<file path="src/rtl/tod_pkg.sv">
package tod_pkg;
    typedef enum logic [1:0] {
        REG_TIME  = 2'd0,
        REG_ALARM = 2'd1,
        REG_CTRL  = 2'd2,
        REG_NONE  = 2'd3
    } tod_addr_e;
endpackage

</file>
<file path="src/rtl/tod_counter.sv">
module tod_counter #(
    parameter int TIME_W      = 17,
    parameter int SEC_PER_DAY = 86400
) (
    input  logic              clk,
    input  logic              rst_n,
    input  logic              tick_i,
    input  logic              load_i,
    input  logic [TIME_W-1:0] load_val_i,
    output logic [TIME_W-1:0] count_o,
    output logic [TIME_W-1:0] next_o,
    output logic              advance_o
);
    localparam logic [TIME_W-1:0] LAST_SEC = TIME_W'(SEC_PER_DAY - 1);

    typedef struct packed {
        logic [TIME_W-1:0] count;
    } cnt_state_t;

    cnt_state_t st_d, st_q;
    logic [TIME_W-1:0] inc_d;
    logic              adv_d;

    always_comb begin
        st_d  = st_q;
        adv_d = tick_i && !load_i;
        inc_d = (st_q.count >= LAST_SEC) ? '0 : st_q.count + 1'b1;
        if (load_i) begin
            st_d.count = load_val_i;
        end else if (tick_i) begin
            st_d.count = inc_d;
        end
    end

    always_ff @(posedge clk or negedge rst_n) begin
        if (!rst_n) begin
            st_q <= '0;
        end else begin
            st_q <= st_d;
        end
    end

    assign count_o   = st_q.count;
    assign next_o    = inc_d;
    assign advance_o = adv_d;

    assert_tick_step_R2: assert property (@(posedge clk) disable iff (!rst_n)
        (tick_i && !load_i && count_o < LAST_SEC) |=> count_o == $past(count_o) + 1'b1);
    assert_day_wrap_R3: assert property (@(posedge clk) disable iff (!rst_n)
        (tick_i && !load_i && count_o >= LAST_SEC) |=> count_o == '0);
    assert_load_wins_R5: assert property (@(posedge clk) disable iff (!rst_n)
        load_i |=> count_o == $past(load_val_i));
    assert_idle_hold_R2: assert property (@(posedge clk) disable iff (!rst_n)
        (!tick_i && !load_i) |=> $stable(count_o));
endmodule

</file>
<file path="src/rtl/tod_regfile.sv">
module tod_regfile
    import tod_pkg::*;
#(
    parameter int               TIME_W    = 17,
    parameter logic [TIME_W-1:0] ALARM_OFF = 17'h0FFFF
) (
    input  logic              clk,
    input  logic              rst_n,
    input  logic              wr_en_i,
    input  logic [1:0]        addr_i,
    input  logic [TIME_W-1:0] wdata_i,
    input  logic [TIME_W-1:0] count_i,
    output logic [TIME_W-1:0] alarm_o,
    output logic              wake_en_o,
    output logic [TIME_W-1:0] rdata_o
);
    typedef struct packed {
        logic [TIME_W-1:0] alarm;
        logic              wake_en;
    } reg_state_t;

    reg_state_t st_d, st_q;
    tod_addr_e  sel;

    always_comb begin
        sel  = tod_addr_e'(addr_i);
        st_d = st_q;
        if (wr_en_i) begin
            case (sel)
                REG_ALARM: st_d.alarm   = wdata_i;
                REG_CTRL:  st_d.wake_en = wdata_i[0];
                default:   st_d = st_q;
            endcase
        end
        case (sel)
            REG_TIME:  rdata_o = count_i;
            REG_ALARM: rdata_o = st_q.alarm;
            REG_CTRL:  rdata_o = {{(TIME_W-1){1'b0}}, st_q.wake_en};
            default:   rdata_o = '0;
        endcase
    end

    always_ff @(posedge clk or negedge rst_n) begin
        if (!rst_n) begin
            st_q.alarm   <= ALARM_OFF;
            st_q.wake_en <= 1'b0;
        end else begin
            st_q <= st_d;
        end
    end

    assign alarm_o   = st_q.alarm;
    assign wake_en_o = st_q.wake_en;

    assert_alarm_hold_R4: assert property (@(posedge clk) disable iff (!rst_n)
        !(wr_en_i && addr_i == 2'd1) |=> $stable(alarm_o));
    assert_ctrl_hold_R4: assert property (@(posedge clk) disable iff (!rst_n)
        !(wr_en_i && addr_i == 2'd2) |=> $stable(wake_en_o));
endmodule

</file>
<file path="src/rtl/tod_match.sv">
module tod_match #(
    parameter int               TIME_W    = 17,
    parameter logic [TIME_W-1:0] ALARM_OFF = 17'h0FFFF
) (
    input  logic              clk,
    input  logic              rst_n,
    input  logic              advance_i,
    input  logic [TIME_W-1:0] next_i,
    input  logic [TIME_W-1:0] alarm_i,
    input  logic              wake_en_i,
    output logic              chime_o,
    output logic              wake_o
);
    typedef struct packed {
        logic chime;
        logic wake;
    } hit_state_t;

    hit_state_t st_d, st_q;
    logic       hit;

    always_comb begin
        hit        = advance_i && (next_i == alarm_i) && (alarm_i != ALARM_OFF);
        st_d.chime = hit;
        st_d.wake  = hit && wake_en_i;
    end

    always_ff @(posedge clk or negedge rst_n) begin
        if (!rst_n) begin
            st_q <= '0;
        end else begin
            st_q <= st_d;
        end
    end

    assign chime_o = st_q.chime;
    assign wake_o  = st_q.wake;

    assert_wake_with_chime_R8: assert property (@(posedge clk) disable iff (!rst_n)
        wake_o |-> (chime_o && $past(wake_en_i)));
    assert_off_code_silent_R7: assert property (@(posedge clk) disable iff (!rst_n)
        chime_o |-> ($past(alarm_i) != ALARM_OFF));
    assert_tick_only_R9: assert property (@(posedge clk) disable iff (!rst_n)
        chime_o |-> $past(advance_i));
endmodule

</file>
<file path="src/rtl/tod_alarm_core.sv">
module tod_alarm_core
    import tod_pkg::*;
#(
    parameter int               TIME_W      = 17,
    parameter int               SEC_PER_DAY = 86400,
    parameter logic [TIME_W-1:0] ALARM_OFF   = 17'h0FFFF
) (
    input  logic              clk,
    input  logic              rst_n,
    input  logic              tick_i,
    input  logic              wr_en_i,
    input  logic [1:0]        addr_i,
    input  logic [TIME_W-1:0] wdata_i,
    output logic [TIME_W-1:0] rdata_o,
    output logic              chime_o,
    output logic              wake_req_o
);
    logic              load_time;
    logic [TIME_W-1:0] count;
    logic [TIME_W-1:0] next_count;
    logic              advance;
    logic [TIME_W-1:0] alarm;
    logic              wake_en;

    assign load_time = wr_en_i && (tod_addr_e'(addr_i) == REG_TIME);

    tod_counter #(
        .TIME_W      (TIME_W),
        .SEC_PER_DAY (SEC_PER_DAY)
    ) u_counter (
        .clk        (clk),
        .rst_n      (rst_n),
        .tick_i     (tick_i),
        .load_i     (load_time),
        .load_val_i (wdata_i),
        .count_o    (count),
        .next_o     (next_count),
        .advance_o  (advance)
    );

    tod_regfile #(
        .TIME_W    (TIME_W),
        .ALARM_OFF (ALARM_OFF)
    ) u_regs (
        .clk       (clk),
        .rst_n     (rst_n),
        .wr_en_i   (wr_en_i),
        .addr_i    (addr_i),
        .wdata_i   (wdata_i),
        .count_i   (count),
        .alarm_o   (alarm),
        .wake_en_o (wake_en),
        .rdata_o   (rdata_o)
    );

    tod_match #(
        .TIME_W    (TIME_W),
        .ALARM_OFF (ALARM_OFF)
    ) u_match (
        .clk       (clk),
        .rst_n     (rst_n),
        .advance_i (advance),
        .next_i    (next_count),
        .alarm_i   (alarm),
        .wake_en_i (wake_en),
        .chime_o   (chime_o),
        .wake_o    (wake_req_o)
    );
endmodule

</file>
<file path="config.mk">
export PLATFORM = sky130hd
export DESIGN_NAME = tod_alarm_core
export DESIGN_NICKNAME = d
export VERILOG_FILES = /design/src/rtl/tod_pkg.sv /design/src/rtl/tod_counter.sv /design/src/rtl/tod_regfile.sv /design/src/rtl/tod_match.sv /design/src/rtl/tod_alarm_core.sv
export SDC_FILE = /design/constraint.sdc
export NUM_CORES = 1
export LEC_CHECK = 0
export BUFFER_PORTS_ARGS = -buffer_cell sky130_fd_sc_hd__buf_4
export CORE_MARGIN = 2
export CORE_UTILIZATION = 40
export CTS_BUF_LIST = sky130_fd_sc_hd__clkbuf_8
export DETAILED_ROUTE_END_ITERATION = 6
export PLACE_DENSITY = 0.66
export SLEW_MARGIN = 30
export SYNTH_ARGS = -nofsm -noshare
export SYNTH_HDL_FRONTEND = slang
export SYNTH_SLANG_ARGS = --single-unit
</file>
<file path="constraint.sdc">
create_clock -name clk -period 2.15 [get_ports clk]
set_input_delay 0.3225 -clock clk [delete_from_list [all_inputs] [get_ports clk]]
set_output_delay 0.3225 -clock clk [all_outputs]
set_load 0.005 [all_outputs]
</file>
==> flow_summary_export.csv, run 1 <==
group,metric,value,unit
placed_design,numPortBuffers,41,
synthesis,synth_nets,353,
power,power_switching,1.38,mW
floorplan,coreArea,7250,µm²
routing,firstDrtPassIters,5,
synthesis,ys_ff_latch,37,
floorplan,pin_count,42,
sta,min_period_over_period,1.11,
cells_and_area,syn2layout_area_growth,40.8,%
synthesis,synthCells,329,
synthesis,yosys.area.top_type_share,0.176,
routing,ant_nets,0,
power,power.density,835,nW/µm²
worst_setup_path,cp-end-kind,"flip-flop",
placed_design,dp_hpwl,7.06,mm
routing,vias,2968,
clocking,clock-root-buffer,"clkbuf_8",
sta,hold_violations,20,
synthesis,seq_area_frac_synth,0.317,
sta,hold_ws,-14.2,ps
run_status,status,"finished with violations",
sta,min_period,2390,ps
power,seq_power_share,0.323,
synthesis,synth_cell_types,68,
routing,routed_wl,9.70,mm
clocking,ctsHoldBuffers,0,
sta,rsz0062_at_grt,"yes",
flow_run,drv_cap,0,
global_routing,antenna_found_initial,0,
sta,setup_slack,-237,ps
synthesis,async_flop_share,1.00,
worst_setup_path,crit_path_start_kind,"flip-flop",
run_status,violations,"hold timing, setup timing",
routing,wl_per_cell,18.1,µm
cells_and_area,final_nets,460,
synthesis,synth-edff-count,0,
cells_and_area,final_util,0.578,
power,p_sw_frac,0.394,
hold_path,hold_class,"in -> async",
power,max-vdd-ir-drop,0.000378,V
worst_setup_path,critPathMaxFanout,7,
floorplan,row_count,31,
floorplan,fp.dieArea,8160,µm²
sta,max_freq,419,MHz
clocking,clock_latency,290,ps
cells_and_area,drive_gt1_frac,0.484,
synthesis,avgSynthCellArea,9.06,µm²
sta,worstMarginPinSlew,473,ps
clocking,cts_tree,"yes",
clocking,cts_buffer_depth,2,
cells_and_area,antenna_cells,0,
global_routing,grt-ovfl-total,0,
power,pwr-share-clk,0.146,
placed_design,gp_congestion,0.994,
clocking,cts.sinks,37,
floorplan,die_w,90.3,µm
routing,via_per_inst,5.55,
synthesis,ys.flop_type,"dfrtp_1",
sta,clock_skew,3.39,ps
sta,setup_viol,2,
worst_setup_path,regToRegEndpoint,"u_match.wake_o$_DFF_PN0_",
worst_setup_path,cp.required,2350,ps
clocking,cts_buffers,5,
global_routing,grtUsageTotal,0.245,
routing,remaining_drc_errors,0,
clocking,path_clk_slew,80,ps
power,power_leakage,1.81,nW
worst_setup_path,r2r_slack,-240,ps
global_routing,grt_pass1_vias,2940,
floorplan,start_util,0.411,
routing,first_iter_violations,196,
synthesis,synth.area.top_cells,"dfrtp_1, dfstp_2, mux2_2",
clocking,htreeDepth,2,
worst_setup_path,r2r_start,"u_counter.count_o[11]$_DFFE_PN0P_",
worst_setup_path,arrival,2580,ps
synthesis,yosys_warnings,0,
power,pwr-share-comb,0.531,
worst_setup_path,ff2ff_path_depth,8,
floorplan,die_h,90.3,µm
synthesis,synth_top_area_cell,"dfrtp_1",
synthesis,syn-cell-area,2980,µm²
global_routing,grt_start_max_net_pins,38,
worst_setup_path,crit_type,"reg -> reg",
sta,slew_headroom,0.685,
sta,slew_viol_final,0,
power,internal-power,2.12,mW
global_routing,grt_pass1_wl,15.7,mm
cell usage after synthesis (3+ instances only):
cell type	n
buf_4	3
a31oi_1	3
dfstp_2	16
nor3_1	11
nor3b_1	6
and3_2	3
a22oi_1	6
dfrtp_1	21
nand3_1	4
clkbuf_1	9
nor2_1	26
nand4_1	8
nand2_1	28
clkbuf_8	3
o21ai_0	30
mux2_2	19
a2bb2oi_1	3
a21oi_1	14
buf_6	5
and3_1	5
nor4_2	4
inv_1	8
o21a_1	3
buf_2	4
xnor2_1	9
mux2i_1	18
xor2_1	5
cells in the final DEF, fill, tap and decap left out, types with 4 or more instances in the layout:
master / count
buf_4: 117
nand2_1: 27
nor2_1: 26
o21ai_0: 25
dfrtp_1: 20
mux2_2: 19
mux2i_1: 18
dfstp_2: 16
a21oi_1: 13
inv_1: 9
nor3_1: 9
buf_6: 9
nand4_1: 8
xnor2_1: 7
a22oi_1: 6
clkbuf_8: 6
xor2_1: 5
nor3b_2: 5
o21ai_1: 5
and3_1: 5
nand3_1: 4
nor4_4: 4
worst max-delay path, cell delays in order (launching register included):
cell and delay [ps]:
dfrtp_1 380, or3_4 430, a211oi_4 280, a21o_4 220
buf_6 130, nand4_1 90, a311oi_2 330, o2111ai_2 200
nor4_2 250
area by class of cell:
type | count | area (µm²)
clock buffer | 6 | 82.6
sequential | 37 | 947
fill | 644 | 3060
tap | 99 | 124
multi-input combinational | 257 | 2020
timing repair buffer | 126 | 980
inverter | 9 | 33.8
clock inverter | 1 | 3.75
power by group through the flow:
| stage | registers, mW | clock network, mW | logic (mW) |
|---|---|---|---|
| 3_5_place_dp | 1.12 | 0 | 1.64 |
| 6_report | 1.13 | 0.510 | 1.86 |
| 4_1_cts | 1.12 | 0.524 | 1.78 |
| 5_1_grt | 1.16 | 0.545 | 2.02 |
| 3_3_place_gp | 1.12 | 0 | 1.62 |
| 2_1_floorplan | 1.03 | 0 | 1.04 |
stage by stage:
step	cells	TNS, ps	power, mW	area [µm²]	setup slack (ps)
5_1_grt	535	-708	3.73	4200	-358
6_report	535	-434	3.50	4200	-237
3_3_place_gp	516	-435	2.74	3810	-242
4_1_cts	528	-435	3.43	4070	-267
3_5_place_dp	516	-737	2.76	3810	-380
2_1_floorplan	329	-122	2.07	3010	-101
layer usage:
layer / part of all wire / GRT usage / vias up / routed length, µm
met2: 0.48 / 0.407 / 89 / 4620
met4: 0.0083 / 0.0577 / 0 / 80
li1: - / - / 1422 / -
met3: 0.057 / 0.0351 / 7 / 555
met5: 0 / 0 / - / 0
met1: 0.46 / 0.339 / 1450 / 4440
worst max path at each step:
stage | start | slack [ps] | to
after floorplan | u_counter.count_o[11]$_DFFE_PN0P_ | -100 | u_match.wake_o$_DFF_PN0_
after global placement | u_counter.count_o[1]$_DFFE_PN0P_ | -240 | u_match.wake_o$_DFF_PN0_
after detailed placement | u_counter.count_o[1]$_DFFE_PN0P_ | -380 | u_match.wake_o$_DFF_PN0_
after CTS | u_counter.count_o[0]$_DFFE_PN0P_ | -270 | u_match.wake_o$_DFF_PN0_
after global routing | u_counter.count_o[0]$_DFFE_PN0P_ | -360 | u_match.wake_o$_DFF_PN0_
final | u_counter.count_o[11]$_DFFE_PN0P_ | -240 | u_match.wake_o$_DFF_PN0_
state kept, by name, indices dropped and copies added (netlist names):
signal and count:
u_match.wake_o 1, u_counter.count_o 17, u_match.chime_o 1, u_regs.wake_en_o 1
u_regs.alarm_o 17
cell families after synthesis:
logic type	Yosys count	synth area share
and+or+nand+nor	118	0.225
AOI/OAI and AO/OA	86	0.200
muxes	37	0.132
DFF	37	0.317
buffers and inverters	35	0.0722
xor gates and xnor gates	15	0.0491
adders and majority gates	1	0.00420
repair_timing:
action,CTS,global route
setup buffers,5,7
gates resized for setup,24,19
pin swaps,13,7
setup endpoints to repair,6,10
(Power assumes the default switching activity.)
==> run 2: changes to the inputs <==
PLACE_DENSITY = unset   (was 0.66)
PLACE_DENSITY_LB_ADDON = 0.15   (was unset)
==> flow_summary_export.csv, run 2 (same netlist as run 1, synthesis figures left out) <==
group,metric,value,unit
run_status,status,"finished with violations",
run_status,violations,"hold timing, setup timing",
global_routing,grt-ovfl-total,0,
placed_design,gp_congestion,0.872,
worst_setup_path,crit_path_start_kind,"flip-flop",
worst_setup_path,ff2ff_path_depth,11,
worst_setup_path,crit_chain,"ha_4, and3_2, o21ai_2, a21o_4, buf_4, buf_4, o22a_2, o22ai_1, o2111ai_2, buf_4, nor3_2",
sta,worstMarginPinSlew,486,ps
routing,wl_per_cell,17.8,µm
routing,vias,2917,
power,p_total,3.52,mW
cells_and_area,final_nets,455,
floorplan,die_h,90.3,µm
clocking,cts_buffers,5,
routing,ant_nets,0,
flow_run,drv_cap,0,
placed_design,numPortBuffers,41,
power,p_sw_frac,0.388,
clocking,clock-root-buffer,"clkbuf_8",
cells_and_area,most-common-layout-cells,"buf_4, nand2_1, nor2_1",
worst_setup_path,cpPeakStageDelay,410,ps
sta,min_period,2450,ps
routing,firstDrtPassIters,4,
floorplan,die_w,90.3,µm
global_routing,antenna_found_initial,0,
floorplan,coreArea,7250,µm²
sta,min_period_over_period,1.14,
sta,slew_headroom,0.676,
sta,hold_ws,-16.2,ps
power,power_leakage,1.79,nW
floorplan,start_util,0.411,
sta,setup_viol,3,
sta,rsz0062_at_grt,"yes",
floorplan,row_count,31,
global_routing,grtUsageTotal,0.233,
sta,hold_violations,17,
placed_design,dp.cells,515,
cells_and_area,antenna_cells,0,
global_routing,grt_start_max_net_pins,38,
worst_setup_path,r2r_start,"u_counter.count_o[0]$_DFFE_PN0P_",
placed_design,dp_hpwl,6.86,mm
clocking,cts.sinks,37,
worst_setup_path,r2r_slack,-300,ps
sta,clock_skew,6.34,ps
global_routing,grt_pass1_wl,15.2,mm
worst_setup_path,cp-end-kind,"flip-flop",
placed_design,pre_cts_slack,-382,ps
worst_setup_path,cp_slowest_cell,"dfrtp_2",
worst_setup_path,regToRegEndpoint,"u_match.chime_o$_DFF_PN0_",
routing,routed_wl,9.46,mm
sta,setup_slack,-301,ps
power,pwr-share-comb,0.534,
power,seq_power_share,0.321,
sta,finalSetupTns,-635,ps
floorplan,pin_count,42,
sta,slew_viol_final,0,
clocking,cts_tree,"yes",
worst_setup_path,critPathMaxFanout,5,
power,power.density,834,nW/µm²
worst_setup_path,crit_type,"reg -> reg",
worst_setup_path,arrival,2670,ps
cells_and_area,final_common_cell,"buf_4",
routing,remaining_drc_errors,0,
clocking,cts_buffer_depth,2,
worst_setup_path,crit_top_cell,"buf_4",
power,max-vdd-ir-drop,0.000423,V
floorplan,fp.dieArea,8160,µm²
worst_setup_path,cp.required,2370,ps
power,power_switching,1.36,mW
clocking,clock_latency,300,ps
cells_and_area,drive_gt1_frac,0.516,
power,internal-power,2.16,mW
routing,first_iter_violations,170,
sta,max_freq,408,MHz
clocking,path_clk_slew,70,ps
global_routing,grt_pass1_vias,2924,
cells_and_area,fin_cells,531,
hold_path,hold_class,"in -> async",
power,pwr-share-clk,0.145,
routing,via_per_inst,5.49,
cells_and_area,syn2layout_area_growth,41.6,%
clocking,htreeDepth,2,
-- run 2: changes by cell type in the layout (fill, tap and decap cells not counted), sizes merged --
cell / delta
buf: -6
clkbuf: +1
inv: +1
-- run 2: critical path, delay by kind of cell, from the launching register on --
kind / cells / cell delay, ps
compound gates: 5 / 1010
buf+inv: 3 / 460
flops: 1 / 410
simple gates: 2 / 340
fa+ha+maj: 1 / 170
-- run 2: repair_timing --
action | 4_1_cts | 5_1_grt
gates cloned | 0 | 1
pin swaps | 7 | 12
setup endpoints to repair | 13 | 14
hold buffers | 0 | 0
resized for setup | 22 | 54
setup buffers | 5 | 2
-- run 2: power groups by stage --
stage,Combinational (mW),Clock [mW],Sequential (mW)
final,1.88,0.511,1.13
after global routing,2.04,0.557,1.16
after CTS,1.71,0.525,1.12
after detailed placement,1.62,0,1.12
after global placement,1.62,0,1.12
after floorplan,1.04,0,1.03
-- run 2: stage by stage --
stage                      util  area, µm²
after floorplan               -       3010
after global placement    0.526       3820
after detailed placement  0.526       3820
after CTS                 0.555       4030
after global routing      0.582       4220
final                     0.582       4220
-- run 2: worst max-delay path by stage --
stage | cells past startpoint | start | to | slack, ps
finish | 11 | u_counter.count_o[0]$_DFFE_PN0P_ | u_match.chime_o$_DFF_PN0_ | -300
global route | 10 | u_counter.count_o[0]$_DFFE_PN0P_ | u_match.wake_o$_DFF_PN0_ | -460
CTS | 10 | u_counter.count_o[0]$_DFFE_PN0P_ | u_match.wake_o$_DFF_PN0_ | -290
detailed placement | 9 | u_counter.count_o[0]$_DFFE_PN0P_ | u_match.wake_o$_DFF_PN0_ | -380
global placement | 9 | u_counter.count_o[0]$_DFFE_PN0P_ | u_match.wake_o$_DFF_PN0_ | -330
floorplan | 9 | u_counter.count_o[11]$_DFFE_PN0P_ | u_match.wake_o$_DFF_PN0_ | -100
-- run 2: final cells by class --
type | count | area (µm²)
clock buffer | 6 | 82.6
clock inverter | 2 | 7.51
fill | 673 | 3030
inverter | 9 | 33.8
multi-input combinational | 257 | 2060
sequential | 37 | 950
tap | 99 | 124
timing repair buffer | 121 | 968
-- run 2: routing by layer --
| metal | wire length [µm] | track usage | vias to the layer above |
|---|---|---|---|
| met4 | 85 | 0.0526 | 0 |
| li1 | - | - | 1421 |
| met2 | 4470 | 0.375 | 71 |
| met5 | 0 | 0 | - |
| met1 | 4360 | 0.332 | 1416 |
| met3 | 541 | 0.0359 | 9 |
